`src/rtl/tlbx_pkg.sv`:
```
package tlbx_pkg;
   localparam int VA_W      = 32;
   localparam int KEY_LSB   = 11;
   localparam int KEY_W     = VA_W - KEY_LSB;
   localparam int FRAME_LSB = 12;
   localparam int PFN_W     = 20;
   localparam int PA_W      = PFN_W + FRAME_LSB;
   localparam int SHIFT_W   = 5;
   localparam int SEG_W     = 3;

   typedef enum logic [2:0] {
      FLT_NONE      = 3'd0,
      FLT_ADDR_LD   = 3'd1,
      FLT_ADDR_ST   = 3'd2,
      FLT_REFILL_LD = 3'd3,
      FLT_REFILL_ST = 3'd4,
      FLT_INVAL_LD  = 3'd5,
      FLT_INVAL_ST  = 3'd6,
      FLT_MODIFIED  = 3'd7
   } fault_e;

   typedef struct packed {
      logic [PFN_W-1:0] pfn;
      logic             v;
      logic             d;
   } half_t;
endpackage

```
`src/rtl/tlbx_entry_array.sv`:
```
module tlbx_entry_array
   import tlbx_pkg::*;
#(
   parameter int N_ENTRIES = 16,
   parameter int ASID_W    = 8,
   localparam int IDX_W    = $clog2(N_ENTRIES)
) (
   input  logic                                 clk,
   input  logic                                 rst_n,
   input  logic                                 wr_en,
   input  logic [IDX_W-1:0]                     wr_idx,
   input  logic [KEY_W-1:0]                     wr_key,
   input  logic [ASID_W-1:0]                    wr_asid,
   input  logic                                 wr_glb,
   input  logic [SHIFT_W-1:0]                   wr_shift,
   input  half_t                                wr_even,
   input  half_t                                wr_odd,
   input  logic [KEY_W-1:0]                     lk_key,
   input  logic [ASID_W-1:0]                    lk_asid,
   output logic [N_ENTRIES-1:0]                 match,
   output logic [N_ENTRIES-1:0][SHIFT_W-1:0]    ent_shift,
   output half_t [N_ENTRIES-1:0]                ent_even,
   output half_t [N_ENTRIES-1:0]                ent_odd
);
   localparam int DROP_BASE = KEY_LSB - 1;

   for (genvar e = 0; e < N_ENTRIES; e++) begin : g_ent
      logic [KEY_W-1:0]   key_q;
      logic [ASID_W-1:0]  asid_q;
      logic               glb_q;
      logic [SHIFT_W-1:0] sh_q;
      half_t              ev_q;
      half_t              od_q;
      logic               sel_w;
      logic [KEY_W-1:0]   cmp_mask;
      logic               live;
      logic               asid_ok;
      logic               key_ok;

      assign sel_w = wr_en && (wr_idx == IDX_W'(e));

      always_ff @(posedge clk or negedge rst_n) begin
         if (!rst_n) begin
            key_q  <= '0;
            asid_q <= '0;
            glb_q  <= 1'b0;
            sh_q   <= SHIFT_W'(FRAME_LSB);
            ev_q   <= '0;
            od_q   <= '0;
         end else if (sel_w) begin
            key_q  <= wr_key;
            asid_q <= wr_asid;
            glb_q  <= wr_glb;
            sh_q   <= wr_shift;
            ev_q   <= wr_even;
            od_q   <= wr_odd;
         end
      end

      always_comb begin
         cmp_mask = '1;
         for (int b = 0; b < KEY_W; b++) begin
            if (b < int'(sh_q) - DROP_BASE) cmp_mask[b] = 1'b0;
         end
      end

      assign live    = ev_q.v | od_q.v;
      assign asid_ok = glb_q | (asid_q == lk_asid);
      assign key_ok  = ((key_q ^ lk_key) & cmp_mask) == '0;

      assign match[e]     = live & asid_ok & key_ok;
      assign ent_shift[e] = sh_q;
      assign ent_even[e]  = ev_q;
      assign ent_odd[e]   = od_q;

      // a write lands in the addressed entry on the next cycle
      a_r12_write_lands: assert property (@(posedge clk) disable iff (!rst_n)
         (wr_en && wr_idx == IDX_W'(e)) |=> (key_q == $past(wr_key) && sh_q == $past(wr_shift)));
   end
endmodule

```
`src/rtl/tlbx_pick.sv`:
```
module tlbx_pick
   import tlbx_pkg::*;
#(
   parameter int N_ENTRIES = 16
) (
   input  logic                               clk,
   input  logic                               rst_n,
   input  logic [VA_W-1:0]                    va,
   input  logic [N_ENTRIES-1:0]               match,
   input  logic [N_ENTRIES-1:0][SHIFT_W-1:0]  ent_shift,
   input  half_t [N_ENTRIES-1:0]              ent_even,
   input  half_t [N_ENTRIES-1:0]              ent_odd,
   output logic                               found,
   output half_t                              sel_half,
   output logic [SHIFT_W-1:0]                 sel_shift
);
   logic [N_ENTRIES-1:0] grant;
   half_t                win_even;
   half_t                win_odd;
   logic                 odd_pick;

   always_comb begin
      grant     = '0;
      found     = 1'b0;
      win_even  = '0;
      win_odd   = '0;
      sel_shift = SHIFT_W'(FRAME_LSB);
      for (int e = 0; e < N_ENTRIES; e++) begin
         if (match[e] && !found) begin
            found     = 1'b1;
            grant[e]  = 1'b1;
            win_even  = ent_even[e];
            win_odd   = ent_odd[e];
            sel_shift = ent_shift[e];
         end
      end
   end

   assign odd_pick = va[sel_shift];
   assign sel_half = odd_pick ? win_odd : win_even;

   // at most one entry is granted and a grant exists whenever any entry matches
   a_r6_single_grant: assert property (@(posedge clk) disable iff (!rst_n)
      $onehot0(grant) && ((match != '0) == (grant != '0)));
endmodule

```
`src/rtl/tlbx_resolve.sv`:
```
module tlbx_resolve
   import tlbx_pkg::*;
#(
   parameter int SIZE_W = 3
) (
   input  logic                clk,
   input  logic                rst_n,
   input  logic                req_valid,
   input  logic [VA_W-1:0]     va,
   input  logic [SIZE_W-1:0]   size,
   input  logic                write,
   input  logic                kernel,
   input  logic                found,
   input  half_t               half,
   input  logic [SHIFT_W-1:0]  shift,
   output logic [2:0]          fault,
   output logic                hit,
   output logic [PA_W-1:0]     paddr
);
   localparam logic [SEG_W-1:0] SEG_LOW  = 3'b100;
   localparam logic [SEG_W-1:0] SEG_HIGH = 3'b101;

   logic [SEG_W-1:0] seg;
   logic             in_low;
   logic             in_high;
   logic             misal;
   logic [PA_W-1:0]  off_mask;
   logic [PA_W-1:0]  frame;
   logic [PA_W-1:0]  mapped_pa;
   logic [PA_W-1:0]  direct_pa;
   fault_e           code;

   assign seg     = va[VA_W-1 -: SEG_W];
   assign in_low  = (seg == SEG_LOW);
   assign in_high = (seg == SEG_HIGH);
   assign misal   = ((size - SIZE_W'(1)) & va[SIZE_W-1:0]) != '0;

   assign off_mask  = (PA_W'(1) << shift) - PA_W'(1);
   assign frame     = {half.pfn, {FRAME_LSB{1'b0}}};
   assign mapped_pa = (frame & ~off_mask) | (va & off_mask);
   assign direct_pa = {{SEG_W{1'b0}}, va[VA_W-SEG_W-1:0]};

   always_comb begin
      code = FLT_NONE;
      if (!req_valid)                 code = FLT_NONE;
      else if (misal || (in_low && !kernel))
                                      code = write ? FLT_ADDR_ST : FLT_ADDR_LD;
      else if (in_low || in_high)     code = FLT_NONE;
      else if (!found)                code = write ? FLT_REFILL_ST : FLT_REFILL_LD;
      else if (!half.v)               code = write ? FLT_INVAL_ST : FLT_INVAL_LD;
      else if (write && !half.d)      code = FLT_MODIFIED;
      else                            code = FLT_NONE;
   end

   assign fault = code;
   assign hit   = req_valid && (code == FLT_NONE);
   assign paddr = !hit ? '0 : ((in_low || in_high) ? direct_pa : mapped_pa);

   // a misaligned request always reports the address error
   a_r2_misalign_traps: assert property (@(posedge clk) disable iff (!rst_n)
      (req_valid && misal) |-> (fault == (write ? 3'd2 : 3'd1)));

   // user mode cannot use the lower unmapped window
   a_r3_user_seg_low: assert property (@(posedge clk) disable iff (!rst_n)
      (req_valid && in_low && !kernel) |-> (!hit && (fault == 3'd1 || fault == 3'd2)));

   // the upper window always translates by stripping the top bits when aligned
   a_r4_upper_seg_paddr: assert property (@(posedge clk) disable iff (!rst_n)
      (req_valid && in_high && !misal) |-> (hit && paddr[VA_W-SEG_W-1:0] == va[VA_W-SEG_W-1:0]
                                            && paddr[PA_W-1 -: SEG_W] == '0));

   // the modified fault only follows a store
   a_r10_modify_needs_write: assert property (@(posedge clk) disable iff (!rst_n)
      (fault == 3'd7) |-> write);
endmodule

```
`src/rtl/tlbx_translator.sv`:
```
module tlbx_translator
   import tlbx_pkg::*;
#(
   parameter int N_ENTRIES = 16,
   parameter int ASID_W    = 8,
   parameter int SIZE_W    = 3,
   parameter int MIN_SHIFT = 11,
   parameter int MAX_SHIFT = 24,
   localparam int IDX_W    = $clog2(N_ENTRIES)
) (
   input  logic                 clk,
   input  logic                 rst_n,
   input  logic                 req_valid,
   input  logic [31:0]          req_vaddr,
   input  logic [SIZE_W-1:0]    req_size,
   input  logic [ASID_W-1:0]    req_asid,
   input  logic                 req_write,
   input  logic                 req_kernel,
   input  logic                 req_small,
   input  logic                 wr_en,
   input  logic [IDX_W-1:0]     wr_idx,
   input  logic [20:0]          wr_vpn,
   input  logic [ASID_W-1:0]    wr_asid,
   input  logic                 wr_global,
   input  logic [4:0]           wr_shift,
   input  logic [19:0]          wr_pfn_even,
   input  logic                 wr_valid_even,
   input  logic                 wr_dirty_even,
   input  logic [19:0]          wr_pfn_odd,
   input  logic                 wr_valid_odd,
   input  logic                 wr_dirty_odd,
   output logic                 rsp_hit,
   output logic [31:0]          rsp_paddr,
   output logic [2:0]           rsp_fault,
   output logic [20:0]          rsp_vpn
);
   localparam int KEEP_LO = 2;

   if (N_ENTRIES < 2) begin : g_bad_depth
      $error("tlbx_translator: N_ENTRIES must be at least 2");
   end
   if (MIN_SHIFT < KEY_LSB || MAX_SHIFT > VA_W - 2 || MIN_SHIFT > MAX_SHIFT) begin : g_bad_shift
      $error("tlbx_translator: page shift bounds out of range");
   end
   if (SIZE_W < 1 || SIZE_W > KEY_LSB) begin : g_bad_size
      $error("tlbx_translator: SIZE_W out of range");
   end

   logic [KEY_W-1:0]                  key;
   logic [N_ENTRIES-1:0]              match;
   logic [N_ENTRIES-1:0][SHIFT_W-1:0] ent_shift;
   half_t [N_ENTRIES-1:0]             ent_even;
   half_t [N_ENTRIES-1:0]             ent_odd;
   logic                              found;
   half_t                             sel_half;
   logic [SHIFT_W-1:0]                sel_shift;
   half_t                             w_even;
   half_t                             w_odd;

   assign key = {req_vaddr[VA_W-1:KEY_LSB+KEEP_LO],
                 req_small ? req_vaddr[KEY_LSB+KEEP_LO-1:KEY_LSB] : {KEEP_LO{1'b0}}};
   assign rsp_vpn = key;

   assign w_even = '{pfn: wr_pfn_even, v: wr_valid_even, d: wr_dirty_even};
   assign w_odd  = '{pfn: wr_pfn_odd,  v: wr_valid_odd,  d: wr_dirty_odd};

   tlbx_entry_array #(.N_ENTRIES(N_ENTRIES), .ASID_W(ASID_W)) u_array (
      .clk      (clk),
      .rst_n    (rst_n),
      .wr_en    (wr_en),
      .wr_idx   (wr_idx),
      .wr_key   (wr_vpn),
      .wr_asid  (wr_asid),
      .wr_glb   (wr_global),
      .wr_shift (wr_shift),
      .wr_even  (w_even),
      .wr_odd   (w_odd),
      .lk_key   (key),
      .lk_asid  (req_asid),
      .match    (match),
      .ent_shift(ent_shift),
      .ent_even (ent_even),
      .ent_odd  (ent_odd)
   );

   tlbx_pick #(.N_ENTRIES(N_ENTRIES)) u_pick (
      .clk      (clk),
      .rst_n    (rst_n),
      .va       (req_vaddr),
      .match    (match),
      .ent_shift(ent_shift),
      .ent_even (ent_even),
      .ent_odd  (ent_odd),
      .found    (found),
      .sel_half (sel_half),
      .sel_shift(sel_shift)
   );

   tlbx_resolve #(.SIZE_W(SIZE_W)) u_resolve (
      .clk      (clk),
      .rst_n    (rst_n),
      .req_valid(req_valid),
      .va       (req_vaddr),
      .size     (req_size),
      .write    (req_write),
      .kernel   (req_kernel),
      .found    (found),
      .half     (sel_half),
      .shift    (sel_shift),
      .fault    (rsp_fault),
      .hit      (rsp_hit),
      .paddr    (rsp_paddr)
   );

   // an idle request port produces no hit, no fault and a zero address
   a_r13_idle_quiet: assert property (@(posedge clk) disable iff (!rst_n)
      !req_valid |-> (!rsp_hit && rsp_fault == 3'd0 && rsp_paddr == '0));

   // a hit never carries a fault code
   a_r13_hit_no_fault: assert property (@(posedge clk) disable iff (!rst_n)
      rsp_hit |-> (rsp_fault == 3'd0));

   // software only loads page shifts within the supported range
   a_r11_shift_legal: assert property (@(posedge clk) disable iff (!rst_n)
      wr_en |-> (int'(wr_shift) >= MIN_SHIFT && int'(wr_shift) <= MAX_SHIFT));
endmodule

```
`config.mk`:
```
export PLATFORM = sky130hd
export DESIGN_NAME = tlbx_translator
export DESIGN_NICKNAME = d
export VERILOG_FILES = /design/src/rtl/tlbx_pkg.sv /design/src/rtl/tlbx_entry_array.sv /design/src/rtl/tlbx_pick.sv /design/src/rtl/tlbx_resolve.sv /design/src/rtl/tlbx_translator.sv
export SDC_FILE = /design/constraint.sdc
export NUM_CORES = 2
export LEC_CHECK = 0
export BUFFER_PORTS_ARGS = -buffer_cell sky130_fd_sc_hd__buf_2
export CAP_MARGIN = 20
export CORE_MARGIN = 5
export CORE_UTILIZATION = 45
export CTS_CLUSTER_DIAMETER = 40
export DETAILED_ROUTE_END_ITERATION = 8
export HOLD_SLACK_MARGIN = 0.06
export PLACE_DENSITY = 0.63
export SYNTH_ARGS = -nofsm -noshare
export SYNTH_HDL_FRONTEND = slang
export SYNTH_SLANG_ARGS = --single-unit
```
`constraint.sdc`:
```
create_clock -name clk -period 19.96 [get_ports clk]
set_input_delay 4.99 -clock clk [delete_from_list [all_inputs] [get_ports clk]]
set_output_delay 4.99 -clock clk [all_outputs]
set_load 0.01 [all_outputs]
```
==> impl_metrics.yaml <==
clock_network:
  h-tree-depth: 4
  cts_buffer_depth: 3
  ctsResizeCount: 0
  clk_latency_ns: 0.80
  clock_sinks: 1264
  clk_transition_reported_paths_ns: 0.05
  cts_setup_buffers: 0
  root_buffer: "clkbuf_16"
  hold_buffers: 0
  cts_tree: "done"
  cts-buffers-inserted: 188
timing:
  hold_viol_final: 0
  worst_pin_slew_ns: 1.19
  finalMaxSlewViolations: 0
  tns_ns: 0
  rsz0062_at_grt: "false"
  fin_worst_skew_ns: 0
  setup_viol_count_final: 0
  period_share_pct: 90.6
  timing.fmax_mhz: 55.3
  period_needed_ns: 18.09
  relSlewSlack_pct: 20.4
hold_path:
  hp-class: "register to register"
  min_from: "u_array.ent_odd[303]"
yosys:
  synth_area_um2: 64600
  avgSynthCellArea_um2: 11.7
  async_flop_share_pct: 100
  synthFlopType: "dfrtp_1"
  ys_ff_latch: 1264
  syn_inst: 5526
  ys_seq_area_share_pct: 49.0
  synth_edf_count: 0
  synth_cell_types: 99
  synth_warnings: 0
  synth_nets: 5677
run_status:
  status: "completed"
pwr:
  cellPowerDensity_nw_per_um2: 121
  ir_worst_vdd_v: 0.0000867
  p_leak_nw: 31.2
critical_path:
  r2r_start: "u_array.g_ent[3].sh_q[1]"
  cp_data_arrival_time_ns: 13.10
  critPathSlowestCell: "nand4b_1"
  worstPathRequired_ns: 14.97
  startpoint_type: "input port"
  cp_max_fo: 27
  crit_top_cell: "nand2_1"
  cp-end-kind: "output pin"
  critPathTopFamily: "simple AND/OR/NAND/NOR gates"
  path_class: "input port to output pin"
  cpPeakStageDelay_ns: 0.85
  startpoint: "req_small"
  path_buf_inv: 5
layout:
  mostFrequentLayoutCell: "mux2_2"
  drive_gt1_share_pct: 34.4
  fin_cells: 7607
  multi_input_area_um2: 30800
  final_cell_mix: "mux2_2, dfrtp_1, xor2_1"
  nets: 5675
  fillers: 12597
  regArea_um2: 31700
  area_delta_synth_final_pct: 14.1
floorplanning:
  die_h_um: 389
  dieArea_um2: 151000
  fp.dieW_um: 389
  core-area_um2: 143000
  floorplan.initialDensity_pct: 45.2
  num_rows: 139
  ioPinCount: 190
placed_design:
  hpwl_mm: 135
  numPlacedInstances: 7233
  gp_congestion: 0.990
  portBuffers: 189
global_route:
  track_usage_pct: 28.1
  first_global_vias: 47182
  grt_start_max_net_pins: 182
  grt_pass1_wl_mm: 320
  overflow: 0
  antenna_found_initial: 20
detailed_routing:
  drc: 0
  via_per_inst: 6.21
  final_antenna_net_count: 0
  drt_pass1_iterations: 6
  via_count: 47249
  drtIter0Drc: 4223
  wl_mm: 217
  wire_per_inst_um: 28.5
job:
  maxCapViolations: 0
## worst register-to-register path: stages (launching register included)
cell,delay (ns)
dfrtp_1,0.74
inv_1,0.18
o21ai_0,0.20
## power breakdown
group / internal [mW] / switching, mW / total (mW) / leakage [nW]
clock network: 2.14 / 1.31 / 3.45 / 3.22
registers: 3.18 / 0.442 / 3.62 / 15.4
logic: 0.878 / 0.968 / 1.85 / 12.5
## per-layer routing
metal / GRT usage, % / wire (um)
met1: 38.3 / 91700
met2: 43.5 / 98400
met3: 5.45 / 15900
met4: 12.9 / 10900
met5: 0 / 39
## cell type report
cell class              count  area share [%]
multi-input cells        3691            41.8
well taps                1903            3.23
clock buffers             229            6.97
flip-flops and latches   1264            43.0
repair buffers            282            2.38
inverters                  97           0.494
clock inverters           122            2.09
diodes                     19          0.0645
## per-stage QoR
step	instance area (um^2)	setup WS, ns	util (%)	hold slack (ns)	total power, mW
floorplan	64600	4.79	-	0.472	4.87
global placement	66900	2.15	46.7	0.484	5.40
detailed placement	66900	2.06	46.7	0.490	5.46
CTS	73600	2.03	51.4	0.501	8.92
global route	73700	1.43	51.5	0.509	9.30
finish	73700	1.87	51.5	0.499	8.92
## worst paths after layout
check | end | slack [ns] | depth (start not counted)
worst min-delay path | u_array.ent_odd[303] | 0.50 | 1
min in group asynchronous | u_array.g_ent[3].key_q[20] | 4.10 | 1
worst max register to register | u_array.g_ent[3].sh_q[1] | 18.76 | 2
worst max-delay path | rsp_paddr[24] | 1.87 | 26
worst min register to register | u_array.ent_odd[303] | 0.50 | 1
max in group asynchronous | u_array.ent_odd[27] | 11.66 | 5
## flip-flops by register name, summed over array words and instances (netlist names)
register	cells
u_array.ent_even	352
u_array.ent_odd	352
u_array.g_ent.key_q	336
u_array.g_ent.asid_q	128
u_array.g_ent.sh_q	80
u_array.g_ent.glb_q	16
## synth_stat cells, types with 12 or more instances
cell / number / area, um^2
nand2b_1: 33 / 206
a22o_1: 30 / 263
xnor2_1: 200 / 1750
nor4_1: 54 / 338
o21ai_0: 200 / 1000
dfstp_2: 32 / 841
nor2b_1: 50 / 313
a222oi_1: 36 / 360
a22oi_1: 115 / 863
xor2_1: 294 / 2570
a21oi_1: 208 / 1040
o21a_1: 26 / 195
a21boi_0: 15 / 113
o31a_1: 12 / 105
buf_1: 46 / 173
nor3_1: 48 / 240
mux2_2: 1237 / 13900
o31ai_1: 18 / 135
a221oi_1: 95 / 832
nand3_1: 152 / 761
ha_1: 18 / 225
a21o_1: 21 / 158
or4_1: 15 / 113
or3_1: 12 / 75.1
buf_2: 58 / 290
dfrtp_1: 1232 / 30800
a211oi_1: 23 / 173
nand4_1: 31 / 194
inv_1: 97 / 364
nor2_1: 131 / 492
buf_4: 24 / 180
clkbuf_1: 342 / 1280
o211ai_1: 28 / 210
mux2i_1: 42 / 420
nand2_1: 221 / 830
o22ai_1: 19 / 119
and3_1: 26 / 163
a31oi_1: 45 / 282
## cell families (layout without fill, tap and decap cells)
| logic type | count (synthesis) | count (layout) | synth area share [%] |
|---|---|---|---|
| mux | 1280 | 1280 | 22.2 |
| flops | 1264 | 1264 | 49.0 |
| compound gates | 1047 | 1047 | 11.3 |
| simple gates | 849 | 849 | 6.78 |
| buf+inv | 571 | 730 | 3.60 |
| xor+xnor | 494 | 494 | 6.69 |
| fa+ha+maj | 21 | 21 | 0.395 |
| other cells | 0 | 19 | 0 |
(Power assumes the default switching activity.)
